`src/rtl/nst_pkg.sv`:
```
package nst_pkg;

  // Packed timing word width and widest count field.
  localparam int TW = 26;
  localparam int CW = 5;

  // Field order follows bit position, most significant first.
  typedef struct packed {
    logic [1:0] cea;   // chip enable to access
    logic [4:0] bsy;   // settle after ready/busy rises
    logic [2:0] ta;    // turnaround, read after write
    logic [3:0] rh;    // read strobe high
    logic [3:0] rl;    // read strobe low
    logic [3:0] wh;    // write strobe high
    logic [3:0] wl;    // write strobe low
  } nst_timing_t;

  typedef enum logic [2:0] {
    ST_IDLE,
    ST_ACC,
    ST_TURN,
    ST_LOW,
    ST_HIGH,
    ST_DONE
  } nst_state_e;

  // A zero count still spends one cycle.
  function automatic logic [CW-1:0] nst_min1(input logic [CW-1:0] v);
    return (v == '0) ? CW'(1) : v;
  endfunction

endpackage

```
`src/rtl/nst_cfg_reg.sv`:
```
module nst_cfg_reg
  import nst_pkg::*;
#(
  parameter logic [TW-1:0] RST_TIMING = '0
) (
  input  logic          clk,
  input  logic          rst_n,
  input  logic          unlock_i,
  input  logic          wr_i,
  input  logic [TW-1:0] wdata_i,
  output logic [TW-1:0] timing_o,
  output logic          armed_o
);

  logic [TW-1:0] timing_q;
  logic          armed_q;

  always_ff @(posedge clk) begin
    if (!rst_n) begin
      timing_q <= RST_TIMING;
      armed_q  <= 1'b0;
    end else if (wr_i) begin
      if (armed_q) timing_q <= wdata_i;
      // any write consumes the permission; a same-cycle unlock re-arms
      armed_q <= unlock_i;
    end else if (unlock_i) begin
      armed_q <= 1'b1;
    end
  end

  assign timing_o = timing_q;
  assign armed_o  = armed_q;

endmodule

```
`src/rtl/nst_ready_mon.sv`:
```
module nst_ready_mon
  import nst_pkg::*;
#(
  parameter int SYNC_STAGES = 2
) (
  input  logic          clk,
  input  logic          rst_n,
  input  logic          rb_i,
  input  logic [CW-1:0] settle_i,
  output logic          rb_sync_o,
  output logic          ready_o
);

  logic          rb_s;
  logic [CW-1:0] cnt_q;
  logic          rdy_q;

  generate
    if (SYNC_STAGES > 1) begin : g_chain
      logic [SYNC_STAGES-1:0] sh_q;
      always_ff @(posedge clk) begin
        if (!rst_n) sh_q <= '0;
        else        sh_q <= {sh_q[SYNC_STAGES-2:0], rb_i};
      end
      assign rb_s = sh_q[SYNC_STAGES-1];
    end else begin : g_single
      logic s_q;
      always_ff @(posedge clk) begin
        if (!rst_n) s_q <= 1'b0;
        else        s_q <= rb_i;
      end
      assign rb_s = s_q;
    end
  endgenerate

  always_ff @(posedge clk) begin
    if (!rst_n) begin
      cnt_q <= '0;
      rdy_q <= 1'b0;
    end else if (!rb_s) begin
      cnt_q <= nst_min1(settle_i);
      rdy_q <= 1'b0;
    end else if (!rdy_q) begin
      if (cnt_q > CW'(1)) cnt_q <= cnt_q - CW'(1);
      else                rdy_q <= 1'b1;
    end
  end

  assign rb_sync_o = rb_s;
  assign ready_o   = rdy_q & rb_s;

endmodule

```
`src/rtl/nst_phase_seq.sv`:
```
module nst_phase_seq
  import nst_pkg::*;
#(
  parameter int DW = 8
) (
  input  logic          clk,
  input  logic          rst_n,
  input  logic [CW-1:0] cea_i,
  input  logic [CW-1:0] ta_i,
  input  logic [CW-1:0] rl_i,
  input  logic [CW-1:0] rh_i,
  input  logic [CW-1:0] wl_i,
  input  logic [CW-1:0] wh_i,
  input  logic          dev_ready_i,
  input  logic          req_valid_i,
  output logic          req_ready_o,
  input  logic          req_write_i,
  input  logic [DW-1:0] req_wdata_i,
  output logic          rsp_valid_o,
  input  logic          rsp_ready_i,
  output logic [DW-1:0] rsp_rdata_o,
  output logic          ce_n_o,
  output logic          re_n_o,
  output logic          we_n_o,
  output logic [DW-1:0] dq_out_o,
  output logic          dq_oe_o,
  input  logic [DW-1:0] dq_in_i
);

  nst_state_e    st_q;
  logic [CW-1:0] cnt_q;
  logic          op_wr_q;
  logic          last_wr_q;
  logic [DW-1:0] wdat_q;
  logic [DW-1:0] rdat_q;
  logic          last_cyc;
  logic          accept;

  assign last_cyc = (cnt_q == CW'(1));
  assign accept   = req_valid_i && req_ready_o;

  always_ff @(posedge clk) begin
    if (!rst_n) begin
      st_q      <= ST_IDLE;
      cnt_q     <= '0;
      op_wr_q   <= 1'b0;
      last_wr_q <= 1'b0;
      wdat_q    <= '0;
      rdat_q    <= '0;
    end else begin
      unique case (st_q)
        ST_IDLE: if (accept) begin
          st_q    <= ST_ACC;
          cnt_q   <= nst_min1(cea_i);
          op_wr_q <= req_write_i;
          wdat_q  <= req_wdata_i;
        end
        ST_ACC: if (last_cyc) begin
          if (!op_wr_q && last_wr_q) begin
            st_q  <= ST_TURN;
            cnt_q <= nst_min1(ta_i);
          end else begin
            st_q  <= ST_LOW;
            cnt_q <= nst_min1(op_wr_q ? wl_i : rl_i);
          end
        end else cnt_q <= cnt_q - CW'(1);
        ST_TURN: if (last_cyc) begin
          st_q  <= ST_LOW;
          cnt_q <= nst_min1(rl_i);
        end else cnt_q <= cnt_q - CW'(1);
        ST_LOW: if (last_cyc) begin
          st_q   <= ST_HIGH;
          cnt_q  <= nst_min1(op_wr_q ? wh_i : rh_i);
          rdat_q <= op_wr_q ? '0 : dq_in_i;
        end else cnt_q <= cnt_q - CW'(1);
        ST_HIGH: if (last_cyc) begin
          st_q      <= ST_DONE;
          last_wr_q <= op_wr_q;
        end else cnt_q <= cnt_q - CW'(1);
        ST_DONE: if (rsp_ready_i) st_q <= ST_IDLE;
        default: st_q <= ST_IDLE;
      endcase
    end
  end

  assign req_ready_o = (st_q == ST_IDLE) && dev_ready_i;
  assign rsp_valid_o = (st_q == ST_DONE);
  assign rsp_rdata_o = rdat_q;
  assign ce_n_o      = !((st_q == ST_ACC) || (st_q == ST_TURN) ||
                         (st_q == ST_LOW) || (st_q == ST_HIGH));
  assign re_n_o      = !((st_q == ST_LOW) && !op_wr_q);
  assign we_n_o      = !((st_q == ST_LOW) && op_wr_q);
  assign dq_oe_o     = op_wr_q && ((st_q == ST_LOW) || (st_q == ST_HIGH));
  assign dq_out_o    = dq_oe_o ? wdat_q : '0;

endmodule

```
`src/rtl/nand_strobe_timer.sv`:
```
module nand_strobe_timer
  import nst_pkg::*;
#(
  parameter int            DW          = 8,
  parameter int            SYNC_STAGES = 2,
  parameter logic [TW-1:0] RST_TIMING  = {2'd1, 5'd2, 3'd1, 4'd2, 4'd2, 4'd2, 4'd2}
) (
  input  logic          clk,
  input  logic          rst_n,
  input  logic          cfg_unlock,
  input  logic          cfg_wr,
  input  logic [TW-1:0] cfg_wdata,
  output logic [TW-1:0] cfg_timing,
  input  logic          req_valid,
  output logic          req_ready,
  input  logic          req_write,
  input  logic [DW-1:0] req_wdata,
  output logic          rsp_valid,
  input  logic          rsp_ready,
  output logic [DW-1:0] rsp_rdata,
  output logic          dev_ready,
  output logic          nand_ce_n,
  output logic          nand_re_n,
  output logic          nand_we_n,
  output logic [DW-1:0] nand_dq_out,
  output logic          nand_dq_oe,
  input  logic [DW-1:0] nand_dq_in,
  input  logic          nand_rb
);

  nst_timing_t tq;
  logic        cfg_armed;
  logic        rb_sync;

  nst_cfg_reg #(.RST_TIMING(RST_TIMING)) u_cfg (
    .clk      (clk),
    .rst_n    (rst_n),
    .unlock_i (cfg_unlock),
    .wr_i     (cfg_wr),
    .wdata_i  (cfg_wdata),
    .timing_o (cfg_timing),
    .armed_o  (cfg_armed)
  );

  assign tq = nst_timing_t'(cfg_timing);

  nst_ready_mon #(.SYNC_STAGES(SYNC_STAGES)) u_rdy (
    .clk       (clk),
    .rst_n     (rst_n),
    .rb_i      (nand_rb),
    .settle_i  (CW'(tq.bsy)),
    .rb_sync_o (rb_sync),
    .ready_o   (dev_ready)
  );

  nst_phase_seq #(.DW(DW)) u_seq (
    .clk         (clk),
    .rst_n       (rst_n),
    .cea_i       (CW'(tq.cea)),
    .ta_i        (CW'(tq.ta)),
    .rl_i        (CW'(tq.rl)),
    .rh_i        (CW'(tq.rh)),
    .wl_i        (CW'(tq.wl)),
    .wh_i        (CW'(tq.wh)),
    .dev_ready_i (dev_ready),
    .req_valid_i (req_valid),
    .req_ready_o (req_ready),
    .req_write_i (req_write),
    .req_wdata_i (req_wdata),
    .rsp_valid_o (rsp_valid),
    .rsp_ready_i (rsp_ready),
    .rsp_rdata_o (rsp_rdata),
    .ce_n_o      (nand_ce_n),
    .re_n_o      (nand_re_n),
    .we_n_o      (nand_we_n),
    .dq_out_o    (nand_dq_out),
    .dq_oe_o     (nand_dq_oe),
    .dq_in_i     (nand_dq_in)
  );

endmodule

```
`config.mk`:
```
export PLATFORM = sky130hd
export DESIGN_NAME = nand_strobe_timer
export DESIGN_NICKNAME = d
export VERILOG_FILES = /design/src/rtl/nst_pkg.sv /design/src/rtl/nst_cfg_reg.sv /design/src/rtl/nst_ready_mon.sv /design/src/rtl/nst_phase_seq.sv /design/src/rtl/nand_strobe_timer.sv
export SDC_FILE = /design/constraint.sdc
export NUM_CORES = 1
export LEC_CHECK = 0
export ABC_CLOCK_PERIOD_IN_PS = 5400
export BUFFER_PORTS_ARGS = -buffer_cell sky130_fd_sc_hd__buf_4
export CORE_ASPECT_RATIO = 1.25
export CORE_UTILIZATION = 54
export CTS_CLUSTER_SIZE = 40
export DETAILED_ROUTE_END_ITERATION = 10
export PLACE_DENSITY = 0.84
export SYNTH_ARGS = -nofsm -noshare
export SYNTH_HDL_FRONTEND = slang
export SYNTH_SLANG_ARGS = --single-unit
```
`constraint.sdc`:
```
create_clock -name clk -period 5.4 [get_ports clk]
set_input_delay 1.08 -clock clk [delete_from_list [all_inputs] [get_ports clk]]
set_output_delay 1.08 -clock clk [all_outputs]
set_load 0.01 [all_outputs]
```
==> results of run 1 <==
[layout make-up]
| type | count | area, um2 |
|---|---|---|
| Clock buffer | 12 | 145 |
| Clock inverter | 4 | 95.1 |
| Fill cell | 448 | 1440 |
| Inverter | 6 | 22.5 |
| Multi-Input combinational cell | 270 | 1660 |
| Sequential cell | 61 | 1220 |
| Tap cell | 64 | 80.1 |
| Timing Repair Buffer | 99 | 743 |
[cell families (layout without fill, tap and decap cells)]
family / count (synthesis) / after routing
simple gates: 168 / 168
compound gates: 79 / 79
flops: 61 / 61
buf+inv: 30 / 121
mux: 14 / 14
xor+xnor: 5 / 5
fa+ha+maj: 4 / 4
[cells in the mapped netlist, types with 3 or more instances]
master    instances  share of area (%)
nand2_1          68                8.5
dfxtp_1          61                 41
nor2b_1          22                4.6
a21boi_0         20                5.0
clkbuf_1         20                2.5
a21oi_1          19                3.2
nor2_1           15                1.9
and2_1           13                2.7
mux2i_1          13                4.3
nand3_1          13                2.2
nor3b_1          11                2.7
nor3_1            8                1.3
o21ai_0           6                1.0
inv_1             5               0.62
ha_1              4                1.7
nor4_1            4               0.83
o211ai_1          4                1.0
o21a_1            4                1.0
o21ai_1           4               0.67
a21boi_1          3               0.75
buf_2             3               0.50
xnor2_1           3               0.87
[worst register-to-register path, cell delays in order, from the launching register on]
cell and delay (ns):
dfxtp_1 0.47, nor2_1 0.35, nand4b_1 0.71, o21ai_0 0.38, o211ai_1 0.11, o22ai_1 0.19
[stage by stage]
step           hold slack, ns  worst slack (ns)  instances  total power [uW]
2_1_floorplan           0.412              2.82        361               583
3_3_place_gp            0.439              2.53        500               641
3_5_place_dp            0.440              2.42        500               644
4_1_cts                 0.465              2.05        516              1130
5_1_grt                 0.473              1.81        516              1170
6_report                0.463              2.02        516              1130
[power breakdown]
group	leakage (uW)	total (uW)	internal [uW]	switching [uW]
combinational	0.00107	145	76.6	68.5
sequential	0.000496	490	467	23.1
clock	0.000121	490	319	171
[registers in the layout (all words and copies together), names as in the netlist]
signal	cells
u_cfg.timing_o	26
u_seq.rsp_rdata_o	8
u_seq.wdat_q	8
u_rdy.cnt_q	5
u_seq.cnt_q	5
u_seq.st_q	3
u_rdy.g_chain.sh_q	2
u_cfg.armed_o	1
u_rdy.rdy_q	1
u_seq.last_wr_q	1
u_seq.op_wr_q	1
[routing by layer]
metal	vias up	wire length (um)	track usage [%]
li1	1426	-	-
met5	-	0	0
met2	81	3790	44.8
met3	11	368	5.91
met1	1319	2970	29.1
met4	0	126	11.5
[worst min path at each step]
stage,slack [ns],to,depth (start not counted),from
after floorplan,0.41,u_rdy.g_chain.sh_q[1]$_SDFF_PN0_,1,u_rdy.g_chain.sh_q[0]$_SDFF_PN0_
after global placement,0.44,u_rdy.g_chain.sh_q[1]$_SDFF_PN0_,1,u_rdy.g_chain.sh_q[0]$_SDFF_PN0_
after detailed placement,0.44,u_rdy.g_chain.sh_q[1]$_SDFF_PN0_,1,u_rdy.g_chain.sh_q[0]$_SDFF_PN0_
after CTS,0.46,u_rdy.g_chain.sh_q[1]$_SDFF_PN0_,1,u_rdy.g_chain.sh_q[0]$_SDFF_PN0_
after global routing,0.47,u_rdy.g_chain.sh_q[1]$_SDFF_PN0_,1,u_rdy.g_chain.sh_q[0]$_SDFF_PN0_
final,0.46,u_rdy.g_chain.sh_q[1]$_SDFF_PN0_,1,u_rdy.g_chain.sh_q[0]$_SDFF_PN0_
==> flow_summary.toml, run 1 <==
[cells_and_area]
stdcell_area_um2 = 3970
fin_nets = 501
final_common_cell = "buf_4"
most-common-layout-cells = "99 x buf_4, 68 x nand2_1, 61 x dfxtp_1, 22 x nor2b_1, 20 x a21boi_0"
drive_gt1_share_pct = 26.5
num_antenna_cells = 0
utilization_pct = 73.4
syn_to_final_growth_pct = 32.0

[clocking]
hold_buffers = 0
numCtsBuffers = 9
cts_tree = "yes"
cts.clk_slew.worst_paths_ns = 0.07
clock_sinks = 61
cts_root_buffer = "clkbuf_8"
cts_resized = 0
clock_path_buffers = 2
clk_latency_ns = 0.34
post_cts_buffers = 0
cts_max_level = 3

[sta]
slew_violations = 0
max_freq_mhz = 296
setup_viol_count_final = 0
finalClockSkew_ns = 0.00740
worst_pin_slew_ns = 0.889
period_share_pct = 62.5
rsz0062_at_grt = "false"
final-hold-violation-count = 0
fin_crit_ns = 3.38
relSlewSlack_pct = 40.7
final.setup.tns_ns = 0

[critical_path]
worstPathCellList = "nor2b_1 > nand2_1 > a21boi_1 > and2_1 > buf_4"
r2r-end = "u_seq.cnt_q[0]$_SDFFE_PN0P_"
crit_path_end_kind = "output port"
worst-setup-path-type = "reg -> out"
crit_family = "simple AND/OR/NAND/NOR gates"
crit_required_ns = 4.32
timing.rr.start = "u_seq.st_q[0]$_SDFFE_PN0P_"
critPathBufInv = 1
cp-start-kind = "flip-flop"
crit_end = "nand_dq_out[4]"
reg2reg_depth = 5
critPathArrivalTime_ns = 2.30
r2r_slack_ns = 3.13
cp.depth = 5
slowest_delay_ns = 0.64
critPathLaunch = "u_seq.st_q[0]$_SDFFE_PN0P_"
cp_max_fo = 15
slowest_stage = "dfxtp_1"

[routing]
routed-via-count = 2837
vias_per_cell = 5.50
dr.pass1.iters = 4
antenna_left = 0
detail_route.wl_per_cell_um = 14.0
totalWireLength_um = 7250
first_iter_violations = 112
route.detailed.drc = 0

[synth]
ys.flop_type = "dfxtp_1"
synth_nets = 415
yosys.area_share.xor_xnor_pct = 1.46
yosysSeqAreaShare_pct = 40.6
synth_top_family_by_area = "simple AND/OR/NAND/NOR gates"
ys_seq_elements = 61
synthAdderAreaFrac_pct = 1.66
yosysUniqueCellTypes = 52
yosysWarningCount = 0
synth_simple_gate_area_share_pct = 28.7
synth_compound_area_share_pct = 18.4
netlist_area_um2 = 3010
muxShareOfSynthArea_pct = 5.07
synth_cells = 361
synth_edf_count = 0
async_reset_ff_share_pct = 0
syn_area_per_cell_um2 = 8.33

[global_routing]
grt_max_degree = 64
grt_pass1_wl_um = 11500
antenna_found_initial = 0
grt_overflow_total = 0
grt_use_total_pct = 25.8
grt_pass1_vias = 2665

[floorplan]
die_w_um = 68.8
io_pins = 99
initial_core_util_pct = 55.6
dieArea_um2 = 5870
die_h_um = 85.4
rows = 30
coreArea_um2 = 5410

[run]
drv_cap = 0

[power]
leakage_uw = 0.00169
power_density_nw_per_um2 = 284
vdd_drop_max_mv = 0.211

[placed_design]
place_hpwl_um = 5190
routabilityCongestion = 0.843
portBuffers = 98
postPlaceCellArea_um2 = 3730

[hold_path]
min_path_type = "reg -> reg"

[run_status]
status = "completed"
No activity file was read; power rests on OpenSTA's default activity.
==> inputs of run 2 (changes only) <==
--- a/config.mk
+++ b/config.mk
@@ -5,13 +5,14 @@
 export SDC_FILE = /design/constraint.sdc
 export NUM_CORES = 1
 export LEC_CHECK = 0
-export ABC_CLOCK_PERIOD_IN_PS = 5400
+export ABC_AREA = 1
+export ABC_CLOCK_PERIOD_IN_PS = 3500
 export BUFFER_PORTS_ARGS = -buffer_cell sky130_fd_sc_hd__buf_4
 export CORE_ASPECT_RATIO = 1.25
-export CORE_UTILIZATION = 54
+export CORE_UTILIZATION = 50
 export CTS_CLUSTER_SIZE = 40
 export DETAILED_ROUTE_END_ITERATION = 10
-export PLACE_DENSITY = 0.84
+export PLACE_DENSITY = 0.8
 export SYNTH_ARGS = -nofsm -noshare
 export SYNTH_HDL_FRONTEND = slang
 export SYNTH_SLANG_ARGS = --single-unit
==> constraint.sdc (replaced) <==
create_clock -name clk -period 3.5 [get_ports clk]
set_input_delay 0.7 -clock clk [delete_from_list [all_inputs] [get_ports clk]]
set_output_delay 0.7 -clock clk [all_outputs]
set_load 0.01 [all_outputs]
==> run 2 against run 1 <==
Against the previous run:
- sequential power increased by 63%
- global-route usage is 0.70 points lower
- non-clock buffer count did not move
- register-to-register slack worse by 1.5 ns
- utilization fell by 3.2 points
- first-iteration DRC count increased by 53%
- sequential share of layout area grew 1.2 points
- area after synthesis fell by 5.4%
- critical path type unchanged
- largest power group unchanged
==> flow_summary.toml, run 2 <==
[run_status]
status = "completed"

[cells_and_area]
most-common-layout-cells = "99 x buf_4, 85 x nand2_1, 61 x dfxtp_1, 54 x inv_1, 46 x nor2_1"
num_antenna_cells = 0
largest_register_ffs = 26
syn_to_final_growth_pct = 34.3
fin_nets = 557
final_common_cell = "buf_4"
drive_gt1_share_pct = 24.4
stdcell_area_um2 = 3820

[power]
swShare_pct = 32.0
vdd_drop_max_mv = 0.366
leakage_uw = 0.00178
power_density_nw_per_um2 = 530
p_seq_share_pct = 39.5
p_switching_uw = 648
internal-power_uw = 1380
p_clk_share_pct = 32.9
p_comb_share_pct = 27.5

[critical_path]
cp_common_cell = "nand2_1"
worstPathCellList = "inv_2 > nand3_1 > nand2_1 > nand2_1 > nor2_1 > buf_4"
cp-start-kind = "flip-flop"
cp_max_fo = 9
critPathArrivalTime_ns = 1.68
slowest_delay_ns = 0.34
crit_family = "simple AND/OR/NAND/NOR gates"
crit_path_end_kind = "output port"
crit_required_ns = 2.80
r2r_slack_ns = 1.66
worst-setup-path-type = "reg -> out"
r2r-end = "u_seq.cnt_q[2]$_SDFFE_PN0P_"
timing.rr.start = "u_seq.op_wr_q$_SDFFE_PN0P_"
critPathBufInv = 2
reg2reg_depth = 8
critPathLaunch = "u_seq.st_q[2]$_SDFFE_PN0P_"
crit_end = "nand_dq_out[6]"
cp.depth = 6
slowest_stage = "dfxtp_1"

[synth]
yosysWarningCount = 0
synth_top_area_cell = "dfxtp_1"
netlist_area_um2 = 2850
ys_seq_elements = 61
synth.cells.most_frequent = "85 x nand2_1, 61 x dfxtp_1, 54 x inv_1"
synth_nets = 460
async_reset_ff_share_pct = 0
synth_edf_count = 0
ys.flop_type = "dfxtp_1"
synthTopCellsByArea = "dfxtp_1 43%, nand2_1 11%, a21oi_1 7.9%, o21ai_0 7.9%, inv_1 7.1%"
yosysSeqAreaShare_pct = 42.9
synth_cells = 406
netlist.area_leader.share_pct = 42.9
yosysMostFrequentCell = "nand2_1"
syn_area_per_cell_um2 = 7.01
yosysUniqueCellTypes = 29

[run]
drv_cap = 0

[routing]
route.detailed.drc = 0
first_iter_violations = 171
totalWireLength_um = 7460
antenna_left = 0
detail_route.wl_per_cell_um = 13.0
dr.pass1.iters = 6
vias_per_cell = 5.16
routed-via-count = 2953

[global_routing]
grt_pass1_vias = 2719
grt_overflow_total = 0
grt_use_total_pct = 25.1
antenna_found_initial = 0
grt_max_degree = 49
grt_pass1_wl_um = 12100

[sta]
slew_violations = 0
final.setup.tns_ns = 0
finalClockSkew_ns = 0.00431
fin_crit_ns = 2.38
max_freq_mhz = 421
period_share_pct = 67.9
relSlewSlack_pct = 61.6
rsz0062_at_grt = "false"
final-hold-violation-count = 0
worst_pin_slew_ns = 0.575
setup_slack_ns = 1.12
setup_viol_count_final = 0

[clocking]
hold_buffers = 0
cts_max_level = 3
clock_sinks = 61
numCtsBuffers = 9
post_cts_buffers = 0
cts_tree = "yes"
clock_path_buffers = 2
cts_resized = 0
clk_latency_ns = 0.33
cts.clk_slew.worst_paths_ns = 0.07
cts_root_buffer = "clkbuf_8"

[floorplan]
die_w_um = 69.5
initial_core_util_pct = 52.3
coreArea_um2 = 5440
dieArea_um2 = 6000
die_h_um = 86.4
rows = 30
io_pins = 99

[placed_design]
postPlaceCellArea_um2 = 3610
routabilityCongestion = 0.878
portBuffers = 98
place_hpwl_um = 5500
dpl_worst_slack_ns = 1.38

[hold_path]
min_path_type = "reg -> reg"
==> run 2: changes by cell type in the layout (fill, tap and decap cells not counted), moves of 13 or more <==
| cell | change |
|---|---|
| o21ai_0 | +39 |
| nor2b_1 | -22 |
| nor2_1 | +31 |
| nand2_1 | +17 |
| inv_1 | +49 |
| a21boi_0 | -20 |
| a21oi_1 | +26 |
| and2_1 | -13 |
==> run 2: routing by layer <==
metal	up-vias	share of wire (%)	GRT usage [%]
li1	1499	-	-
met4	0	1.4	9.28
met2	73	51	45.0
met1	1371	43	29.8
met5	-	0	0
met3	10	4.6	4.88
==> run 2: logic make-up (layout without fill, tap and decap cells) <==
family | Yosys count | count (layout) | synth area share (%)
AO/OA/AOI/OAI | 104 | 104 | 19.4
XOR/XNOR | 3 | 3 | 0.923
buffers and inverters | 69 | 171 | 9.32
AND/OR/NAND/NOR | 164 | 164 | 25.4
adder cells (fa/ha/maj) | 4 | 4 | 1.76
multiplexers | 1 | 1 | 0.352
flip-flops | 61 | 61 | 42.9
==> run 2: power groups by stage <==
stage          Sequential, uW  Combinational (uW)  Clock, uW
2_1_floorplan             811                 386          0
3_3_place_gp              813                 547          0
3_5_place_dp              814                 554          0
4_1_cts                   799                 556        675
5_1_grt                   808                 636        705
6_report                  800                 557        667
==> run 2: worst min path at each step <==
stage                                     start                               end  slack (ns)  cells past startpoint
5_1_grt        u_rdy.g_chain.sh_q[0]$_SDFF_PN0_  u_rdy.g_chain.sh_q[1]$_SDFF_PN0_        0.46                      2
3_5_place_dp   u_rdy.g_chain.sh_q[0]$_SDFF_PN0_  u_rdy.g_chain.sh_q[1]$_SDFF_PN0_        0.40                      2
4_1_cts        u_rdy.g_chain.sh_q[0]$_SDFF_PN0_  u_rdy.g_chain.sh_q[1]$_SDFF_PN0_        0.42                      2
6_report       u_rdy.g_chain.sh_q[0]$_SDFF_PN0_  u_rdy.g_chain.sh_q[1]$_SDFF_PN0_        0.42                      2
3_3_place_gp   u_rdy.g_chain.sh_q[0]$_SDFF_PN0_  u_rdy.g_chain.sh_q[1]$_SDFF_PN0_        0.40                      2
2_1_floorplan  u_rdy.g_chain.sh_q[0]$_SDFF_PN0_  u_rdy.g_chain.sh_q[1]$_SDFF_PN0_        0.39                      2
==> run 2: final cells by class <==
| cell class | instances | area [um2] |
|---|---|---|
| fillers | 477 | 1620 |
| repair buffers | 99 | 743 |
| flip-flops and latches | 61 | 1220 |
| clock inverters | 4 | 72.6 |
| multi-input cells | 276 | 1360 |
| inverters | 56 | 210 |
| clock buffers | 12 | 135 |
| well taps | 64 | 80.1 |
==> run 2: worst min-delay path: cells and delay by family (launching register included) <==
| kind | cells | cell delay, ns |
|---|---|---|
| simple gates | 1 | 0.05 |
| buf+inv | 1 | 0.04 |
| flops | 1 | 0.31 |
==> run 2: metrics by stage <==
step | std cells | hold slack (ns) | utilization, % | total power [uW]
after global routing | 572 | 0.464 | 70.2 | 2150
after floorplan | 406 | 0.390 | - | 1200
after detailed placement | 556 | 0.402 | 66.4 | 1370
after CTS | 572 | 0.419 | 70.2 | 2030
final | 572 | 0.416 | 70.2 | 2020
after global placement | 556 | 0.395 | 66.4 | 1360
